$ cat config.mk
export PLATFORM = sky130hd
export DESIGN_NAME = mm_decoder
export DESIGN_NICKNAME = d
export VERILOG_FILES = /design/src/rtl/mm_pkg.sv /design/src/rtl/mm_window.sv /design/src/rtl/mm_classify.sv /design/src/rtl/mm_context.sv /design/src/rtl/mm_decoder.sv
export SDC_FILE = /design/constraint.sdc
export NUM_CORES = 1
export LEC_CHECK = 0
export BUFFER_PORTS_ARGS = -buffer_cell sky130_fd_sc_hd__buf_2
export CELL_PAD_IN_SITES_DETAIL_PLACEMENT = 1
export CELL_PAD_IN_SITES_GLOBAL_PLACEMENT = 1
export CORE_MARGIN = 2
export CORE_UTILIZATION = 49
export CTS_BUF_LIST = sky130_fd_sc_hd__clkbuf_8
export DETAILED_ROUTE_END_ITERATION = 8
export GPL_TIMING_DRIVEN = 0
export PLACE_DENSITY_LB_ADDON = 0.3
export SLEW_MARGIN = 0
export SYNTH_ARGS = -nofsm -noshare
export SYNTH_HDL_FRONTEND = slang
export SYNTH_SLANG_ARGS = --single-unit
export TNS_END_PERCENT = 50
$ cat constraint.sdc
create_clock -name clk -period 1.1 [get_ports clk]
set_input_delay 0.11 -clock clk [delete_from_list [all_inputs] [get_ports clk]]
set_output_delay 0.11 -clock clk [all_outputs]
set_load 0.005 [all_outputs]
$ cat src/rtl/mm_pkg.sv
package mm_pkg;
  typedef enum logic [1:0] {
    SYM_NONE  = 2'd0,  // no pause in the window
    SYM_MID   = 2'd1,  // pause at the middle sample
    SYM_START = 2'd2,  // pause at the first sample
    SYM_BAD   = 2'd3   // anything else
  } sym_e;
endpackage

$ cat src/rtl/mm_window.sv
module mm_window #(
  parameter int SPB = 4
) (
  input  logic           clk,
  input  logic           rst_n,
  input  logic           smp_valid,
  input  logic           smp_pause,
  input  logic           halt,
  output logic           win_done,
  output logic [SPB-1:0] win_bits,
  output logic           busy
);
  localparam int PW = (SPB > 2) ? $clog2(SPB) : 1;
  localparam logic [PW-1:0] LAST = PW'(SPB - 1);

  logic           busy_q, busy_n;
  logic [PW-1:0]  pos_q, pos_n;
  logic [SPB-1:0] shr_q, shr_n;

  always_comb begin
    win_done = busy_q && smp_valid && (pos_q == LAST);
    win_bits = shr_q;
    win_bits[SPB-1] = smp_pause;
  end

  always_comb begin
    busy_n = busy_q;
    pos_n  = pos_q;
    shr_n  = shr_q;
    if (!busy_q) begin
      if (smp_valid && smp_pause) begin
        busy_n   = 1'b1;
        pos_n    = PW'(1);
        shr_n    = '0;
        shr_n[0] = 1'b1;
      end
    end else if (smp_valid) begin
      if (pos_q == LAST) begin
        pos_n = '0;
        shr_n = '0;
        if (halt) busy_n = 1'b0;
      end else begin
        shr_n[pos_q] = smp_pause;
        pos_n = pos_q + PW'(1);
      end
    end
  end

  always_ff @(posedge clk or negedge rst_n) begin
    if (!rst_n) begin
      busy_q <= 1'b0;
      pos_q  <= '0;
      shr_q  <= '0;
    end else begin
      busy_q <= busy_n;
      pos_q  <= pos_n;
      shr_q  <= shr_n;
    end
  end

  assign busy = busy_q;

  // a window only opens on a pause sample
  p_open_on_pause_r2: assert property (@(posedge clk) disable iff (!rst_n)
    $rose(busy_q) |-> $past(smp_pause) && $past(smp_valid));
  // no strobe, no movement of the window position
  p_hold_without_strobe_r11: assert property (@(posedge clk) disable iff (!rst_n)
    (busy_q && !smp_valid) |=> $stable(pos_q));
endmodule

$ cat src/rtl/mm_classify.sv
module mm_classify
  import mm_pkg::*;
#(
  parameter int SPB = 4
) (
  input  logic [SPB-1:0] win_bits,
  output sym_e           sym
);
  localparam logic [SPB-1:0] PAT_START = SPB'(1);
  localparam logic [SPB-1:0] PAT_MID   = SPB'(1) << (SPB / 2);

  always_comb begin
    if (win_bits == PAT_START)    sym = SYM_START;
    else if (win_bits == PAT_MID) sym = SYM_MID;
    else if (win_bits == '0)      sym = SYM_NONE;
    else                          sym = SYM_BAD;
  end
endmodule

$ cat src/rtl/mm_context.sv
module mm_context
  import mm_pkg::*;
(
  input  logic clk,
  input  logic rst_n,
  input  logic win_done,
  input  sym_e sym,
  output logic halt,
  output logic sof,
  output logic bit_valid,
  output logic bit_data,
  output logic eof,
  output logic err,
  output logic in_frame
);
  logic in_frame_q, in_frame_n;
  logic held_v_q, held_v_n;
  logic held_q, held_n;
  logic sof_q, sof_n, bv_q, bv_n, bd_q, bd_n, eof_q, eof_n, err_q, err_n;
  logic fault;

  always_comb begin
    in_frame_n = in_frame_q;
    held_v_n   = held_v_q;
    held_n     = held_q;
    sof_n      = 1'b0;
    bv_n       = 1'b0;
    bd_n       = 1'b0;
    eof_n      = 1'b0;
    err_n      = err_q;
    halt       = 1'b0;
    fault      = 1'b0;
    if (win_done) begin
      if (!in_frame_q) begin
        if (sym == SYM_START) begin
          sof_n      = 1'b1;
          in_frame_n = 1'b1;
          held_v_n   = 1'b0;
        end else begin
          fault = 1'b1;
        end
      end else begin
        unique case (sym)
          SYM_MID: begin
            bv_n     = held_v_q;
            bd_n     = held_q;
            held_n   = 1'b1;
            held_v_n = 1'b1;
          end
          SYM_START: begin
            if (!held_v_q || !held_q) begin
              bv_n     = held_v_q;
              bd_n     = held_q;
              held_n   = 1'b0;
              held_v_n = 1'b1;
            end else begin
              fault = 1'b1;
            end
          end
          SYM_NONE: begin
            if (!held_v_q) begin
              fault = 1'b1;
            end else if (held_q) begin
              bv_n   = 1'b1;
              bd_n   = 1'b1;
              held_n = 1'b0;
            end else begin
              eof_n      = 1'b1;
              halt       = 1'b1;
              in_frame_n = 1'b0;
              held_v_n   = 1'b0;
            end
          end
          default: fault = 1'b1;
        endcase
      end
      if (fault) begin
        err_n      = 1'b1;
        halt       = 1'b1;
        in_frame_n = 1'b0;
        held_v_n   = 1'b0;
        sof_n      = 1'b0;
        bv_n       = 1'b0;
      end
    end
  end

  always_ff @(posedge clk or negedge rst_n) begin
    if (!rst_n) begin
      in_frame_q <= 1'b0;
      held_v_q   <= 1'b0;
      held_q     <= 1'b0;
      sof_q      <= 1'b0;
      bv_q       <= 1'b0;
      bd_q       <= 1'b0;
      eof_q      <= 1'b0;
      err_q      <= 1'b0;
    end else begin
      in_frame_q <= in_frame_n;
      held_v_q   <= held_v_n;
      held_q     <= held_n;
      sof_q      <= sof_n;
      bv_q       <= bv_n;
      bd_q       <= bd_n;
      eof_q      <= eof_n;
      err_q      <= err_n;
    end
  end

  assign sof       = sof_q;
  assign bit_valid = bv_q;
  assign bit_data  = bd_q;
  assign eof       = eof_q;
  assign err       = err_q;
  assign in_frame  = in_frame_q;

  // error flag never clears without reset
  p_err_sticky_r7: assert property (@(posedge clk) disable iff (!rst_n)
    err_q |=> err_q);
  // strobes are mutually exclusive
  p_strobe_excl_r6: assert property (@(posedge clk) disable iff (!rst_n)
    $onehot0({sof_q, eof_q, bv_q}));
  // eof closes an open frame
  p_eof_closes_r6: assert property (@(posedge clk) disable iff (!rst_n)
    eof_q |-> $past(in_frame_q) && !in_frame_q);
  // sof opens a frame
  p_sof_opens_r2: assert property (@(posedge clk) disable iff (!rst_n)
    sof_q |-> in_frame_q && !$past(in_frame_q));
  // bits are only released inside a frame
  p_bit_in_frame_r3: assert property (@(posedge clk) disable iff (!rst_n)
    bv_q |-> in_frame_q);
  // a new error leaves the decoder idle
  p_err_idle_r7: assert property (@(posedge clk) disable iff (!rst_n)
    $rose(err_q) |-> !in_frame_q);
endmodule

$ cat src/rtl/mm_decoder.sv
module mm_decoder
  import mm_pkg::*;
#(
  parameter int SPB = 4
) (
  input  logic clk,
  input  logic rst_n,
  input  logic smp_valid,
  input  logic smp_pause,
  output logic bit_valid,
  output logic bit_data,
  output logic sof,
  output logic eof,
  output logic err
);
  logic [1:0]     rs_q;
  logic           rst_core_n;
  logic           halt, win_done, busy, in_frame;
  logic [SPB-1:0] win_bits;
  sym_e           sym;

  always_ff @(posedge clk or negedge rst_n) begin
    if (!rst_n) rs_q <= 2'b00;
    else        rs_q <= {rs_q[0], 1'b1};
  end
  assign rst_core_n = rs_q[1];

  mm_window #(.SPB(SPB)) u_window (
    .clk       (clk),
    .rst_n     (rst_core_n),
    .smp_valid (smp_valid),
    .smp_pause (smp_pause),
    .halt      (halt),
    .win_done  (win_done),
    .win_bits  (win_bits),
    .busy      (busy)
  );

  mm_classify #(.SPB(SPB)) u_classify (
    .win_bits (win_bits),
    .sym      (sym)
  );

  mm_context u_context (
    .clk       (clk),
    .rst_n     (rst_core_n),
    .win_done  (win_done),
    .sym       (sym),
    .halt      (halt),
    .sof       (sof),
    .bit_valid (bit_valid),
    .bit_data  (bit_data),
    .eof       (eof),
    .err       (err),
    .in_frame  (in_frame)
  );

  // a frame in progress always has an active window
  p_frame_has_window_r9: assert property (@(posedge clk) disable iff (!rst_core_n)
    in_frame |-> busy);
endmodule

After elaboration in Yosys (flattened, before gate mapping) --
Cells that the tools add are included. W data, S select, Z words.
Storage, ports and cells: register bits after elaboration 17, input port bits 4, output and inout bits 5, logic and storage cells 100
Operators by class: $add $sub $neg 1, $lt $le $gt $ge 2, equality and inequality tests 9, mux-type cells 59, reduce and logical (&&, ||, !) cells 17
Operators by type and width (count):
- $mux W1 | 41
- $mux W4 | 4
- $pmux W1 S3 | 5
- $mux W2 | 7
- $reduce_bool A3 Y1 | 2
- $reduce_and A5 Y1 | 1
- $bwmux W4 | 1
- $eq A2 B2 Y1 const B | 2
- $eq A4 B1 Y1 const B | 1
- $eq A4 B3 Y1 const B | 1
- $logic_and A1 B1 Y1 | 4
- $logic_not A4 Y1 | 1
- $ne A2 B2 Y1 const B | 2
- $ne A4 B4 Y1 const B | 1
- $reduce_and A2 Y1 | 2
- $reduce_and A4 Y1 | 1
- $reduce_bool A4 Y1 | 1
- $lt A2 B3 Y1 const B | 1
- $add A2 B1 Y2 const B | 1
- $demux W1 S2 | 1
- $eq A2 B1 Y1 const B | 1
- $ge A2 B1 Y1 const B | 1
- $logic_not A1 Y1 | 2
- $logic_not A2 Y1 | 1
- 3 further kinds | 3

Logic depth before layout (Yosys ltp) --
depth after elaboration 14, mapped depth 5

Hierarchy --
A second synthesis with hierarchy kept.
Unflattened totals: cell total of the unflattened synthesis 90, area, all modules 930.9 um2
Modules (own cells, without submodules):
- mm_context | instances 1, cells an instance 48, area each 473.0 um2
- mm_window | instances 1, cells an instance 37, area each 391.6 um2
- mm_decoder | instances 1, cells an instance 3, area each 53.8 um2
- mm_classify | instances 1, cells an instance 2, area each 12.5 um2

Worst setup path after synthesis --
OpenSTA, ideal clock, no wires.
path kind reg-to-reg, from reg u_window.shr_q[1], to reg u_context.held_v_q, setup time 0.104 ns, arrival 1.344 ns, path slack -0.349 ns, stages on the path, launching flop included 4, clock period less this slack 1.449 ns, cells stage by stage dfrtp_1 > or3b_4 > or4_1 > o311ai_1
Between the ends: cells in the longest elaborated chain, start to end 10, elaborated cells on any way between the ends 20, classes of those cells eq/ne (5); mux (10); reduce/logical (5)
RTL lines:
- start: declaration | RTL line mm_window.sv:18 | logic [SPB-1:0] shr_q, shr_n;
- start signal: assignment | RTL line mm_window.sv:57 | shr_q <= shr_n;
- $logic_not A4 Y1 | RTL line mm_classify.sv:15 | else if (win_bits == '0) sym = SYM_NONE;
- $mux W2 | RTL line mm_classify.sv:15
- $mux W2 | RTL line mm_classify.sv:14 | else if (win_bits == PAT_MID) sym = SYM_MID;
- $mux W2 * | RTL line mm_classify.sv:13 | if (win_bits == PAT_START) sym = SYM_START;
- $eq A2 B2 Y1, or another cell as far along | RTL line mm_context.sv:35, mm_context.sv:43
- $pmux W1 S3 / $mux W1 (equally long branches) | RTL line mm_context.sv:43, mm_context.sv:35
- $mux W1 | RTL line mm_context.sv:34 | if (!in_frame_q) begin
- $mux W1 | RTL line mm_context.sv:33 | if (win_done) begin
- $ne A4 B4 Y1 (no line), or another cell as far along
- $reduce_and A4 Y1 (no line)
- end signal: assignment | RTL line mm_context.sv:100 | held_v_q <= held_v_n;
- end: declaration | RTL line mm_context.sv:17 | logic held_v_q, held_v_n;
Mark *: on every way between the ends. The rest lies on a longest branch, timed or not. The select of a mux whose other input is x is not followed. A chain may end at the register's enable or synchronous reset.

Final worst setup path --
from reg u_window.shr_q[2], to reg u_context.held_q
Between the ends: cells in the longest elaborated chain, start to end 7, elaborated cells on any way between the ends 14, classes of those cells eq/ne (6); mux (4); reduce/logical (4)
RTL lines:
- $logic_not A4 Y1 | RTL line mm_classify.sv:15
- $mux W2 | RTL line mm_classify.sv:15
- $mux W2 | RTL line mm_classify.sv:14
- $mux W2 * | RTL line mm_classify.sv:13
- $eq A2 B2 Y1, or another cell as far along | RTL line mm_context.sv:43 | unique case (sym)
- $ne A2 B2 Y1 (no line), or another cell as far along
- $reduce_and A5 Y1 (no line)
- end signal: assignment | RTL line mm_context.sv:101 | held_q <= held_n;
- end: declaration | RTL line mm_context.sv:18 | logic held_q, held_n;
Mark *: on every way between the ends. The rest lies on a longest branch, timed or not.

==> metrics.txt <==
Final Hold Fails=0; asr flop ratio synth=1.000; Routed WL=roughly 2800 µm; largest net degree at the start of global routing=15; Avg Cell Area, Syn=9.950 µm²; failing checks=setup timing; Clock Tree Buf Depth=2; met3 wire len=around 140 µm; dominant synthesized flop cell=dfrtp_1; final setup TNS=-2.856 ns; leakage power=between 0.5 and 0.6 nW; CP Capture Type=flop; Filler cells=146; Pins Over Slew Limit=0; final worst-path cycle share=1.373; fin crit period=1.511 ns; NumNets Final=112; Startpoint Class=flop; xor/xnor share of the synthesized area=0.01048; Max Cap Viol=0; H-tree Lvls=1; post-route cell area=roughly 0.0012 mm²; Post-Synth Adder-Cell Area=0.05988; final core utilization=0.7528; vias in the first global route=702; core area=0.001559 mm²; Top Ports=9; Sink Count=16; Slew @ Worst Pin=0.5825 ns; Synth Instances=84; DR vias/cell=between 6 and 7; Starting DRT DRC Count=7; highest routed layer=met4; Rows=14; global-route wire length before repair=around 3500 µm; routed length on met1=1140 µm; area of placed instances=885.9 µm²; Setup-failing EPs final=13; CTS clk-pin slew, worst paths=about 0.070 ns; initial core utilization=0.5361; Setup Crit Path Kind=reg -> reg; dpl ws=-0.5490 ns; Layout area overhead=40.42%; CTS buffer count=3; Netlist cell types=36; post-synthesis mux area share=0.02545; Max FO, Critical Path=9; Die Y=45.30 µm; DRC errors left=0; initial antenna violation count=0; die area=0.002052 mm²; Antenna Nets Post-Route=0; Routability Congestion=0.8078; gr usage total=0.2523; Final HPWL DP=1291 µm; Cells after DPL=106; worst vdd ir=1.661 mV; run status=complete, but fails checks; post-synthesis sequential area ratio=0.4790; Worst Hold Class=in -> async; fin cells=119; Buffers on Ports=6; Post-Syn Area=between 800 and 900 µm²; Warnings, synthesis=0; PwrDens=roughly 2800 mW/mm²; via count=roughly 750; largest family of logic cells by synthesized area=simple AND/OR/NAND/NOR gates; Synth Area in Simple Gates=0.1856; CTS tree=yes; layout cell share with drive strength beyond 1=0.4563; RSZ-0062 raised after global routing=yes; wire per inst=~23 µm; die span in x=45.30 µm; max_slew headroom=0.6117; Critical Path RT=approximately 1.3 ns; met2 WL=1438 µm; Critical Path AT=1.67 ns; ANT cells=0; EDFF count, synth=0; Setup WS post-layout=-0.4105 ns; total congestion overflow=0; fmax=662.0 MHz; Synth Register Bits=16; root buffer cell=clkbuf_8; Clock Skew=0.003967 ns; post-synthesis compound-gate area fraction=0.1766; latest clock arrival within the worst-skew pair=0.26 ns; total iterations of the first detailed-routing run=4; syn nets=a little over 90
==> critical path, stage by stage (launching register included) <==
cell,delay [ns]
dfrtp_2,0.50
a21o_1,0.25
a2111oi_4,0.36
mux2i_1,0.30
==> cells in the final DEF, fill, tap and decap left out, types with 2 or more instances in the layout <==
cell type  synthesis  routed
dfrtp_1           16      13
nor2_1             5       4
ha_4               0       2
o21ai_1            0       3
buf_4              0       9
nor3_4             0       2
buf_2              0       6
nand3_2            0       2
nor2b_1            3       3
ha_2               0       2
dfrtp_2            0       3
clkbuf_8           0       4
a21o_1             2       2
a31oi_1            4       4
buf_6              1       2
nand2_1            6       6
inv_1              5       3
==> area by class of cell <==
type	instances	area, µm²	area share
Buffer	4	27.53	0.02345
Clock buffer	4	55.05	0.04691
Inverter	5	23.77	0.02026
Multi-Input combinational cell	57	524.3	0.4467
Sequential cell	16	404.1	0.3443
Tap cell	16	20.02	0.01706
Timing Repair Buffer	17	118.9	0.1013
==> metal layers <==
layer,GRT usage,vias up
met5,0,-
li1,-,333
met3,0.03200,10
met1,0.3479,375
met4,0.1294,0
met2,0.3886,31
==> metrics by stage <==
step                power, mW  hold slack (ns)
finish                  3.332           0.1632
global route            3.519           0.1630
CTS                     2.874           0.1611
detailed placement      1.998          -0.1034
global placement        1.908          -0.1054
floorplan               1.712          -0.1856
==> registers in the layout, indices dropped and copies added, names as in the netlist <==
signal / cells
u_window.shr_q: 3
rs_q: 2
u_window.pos_q: 2
u_context.bit_data: 1
u_context.bit_valid: 1
u_context.eof: 1
u_context.err: 1
u_context.held_q: 1
u_context.held_v_q: 1
u_context.in_frame: 1
u_context.sof: 1
u_window.busy: 1
==> repair_timing <==
action | in CTS | in global routing
gates resized for setup | 18 | 20
pin swaps | 5 | 9
endpoints found under the hold margin | 2 | 0
setup endpoints to repair | 14 | 14
buffers inserted | 4 | 6
hold buffers | 1 | 0
==> Yosys cell counts, types with 2 or more instances <==
master    number  area share
clkbuf_1       4       0.018
nand3_1        3       0.018
a31oi_1        4       0.030
nand2_1        6       0.027
nor2b_1        3       0.022
o21ai_0        5       0.030
a21oi_1        2       0.012
ha_1           4       0.060
nor2_1         5       0.022
nor3_1         2       0.012
a21o_1         2       0.018
inv_1          5       0.022
dfrtp_1       16        0.48
==> cell families (layout without fill, tap and decap cells) <==
kind of cell / after synthesis / in the layout
other cells: 1 / 1
fa+ha+maj: 4 / 4
flops: 16 / 16
compound gates: 21 / 21
xor+xnor: 1 / 1
mux: 2 / 2
simple gates: 28 / 28
buf+inv: 11 / 30
==> where the power goes <==
group          switching, mW  leakage (nW)  total, mW  internal, mW
Sequential             0.275         0.188       1.06         0.783
Clock                  0.220        0.0288      0.539         0.318
Combinational          0.969         0.293       1.73         0.765
==> path summary, 6_finish.rpt <==
path                            slack (ns)            endpoint  depth (start not counted)               from
worst max register to register       -0.41    u_context.held_q                          3  u_window.shr_q[2]
min in group clk                      0.19   u_window.shr_q[0]                          3          smp_pause
worst min-delay path                  0.16             rs_q[1]                          2              rst_n
worst max-delay path                 -0.41    u_context.held_q                          3  u_window.shr_q[2]
max in group asynchronous             0.48  u_context.held_v_q                          0            rs_q[1]
worst min register to register        0.22   u_window.pos_q[1]                          0            rs_q[1]
Note: power is estimated with default switching activity, not from simulation.
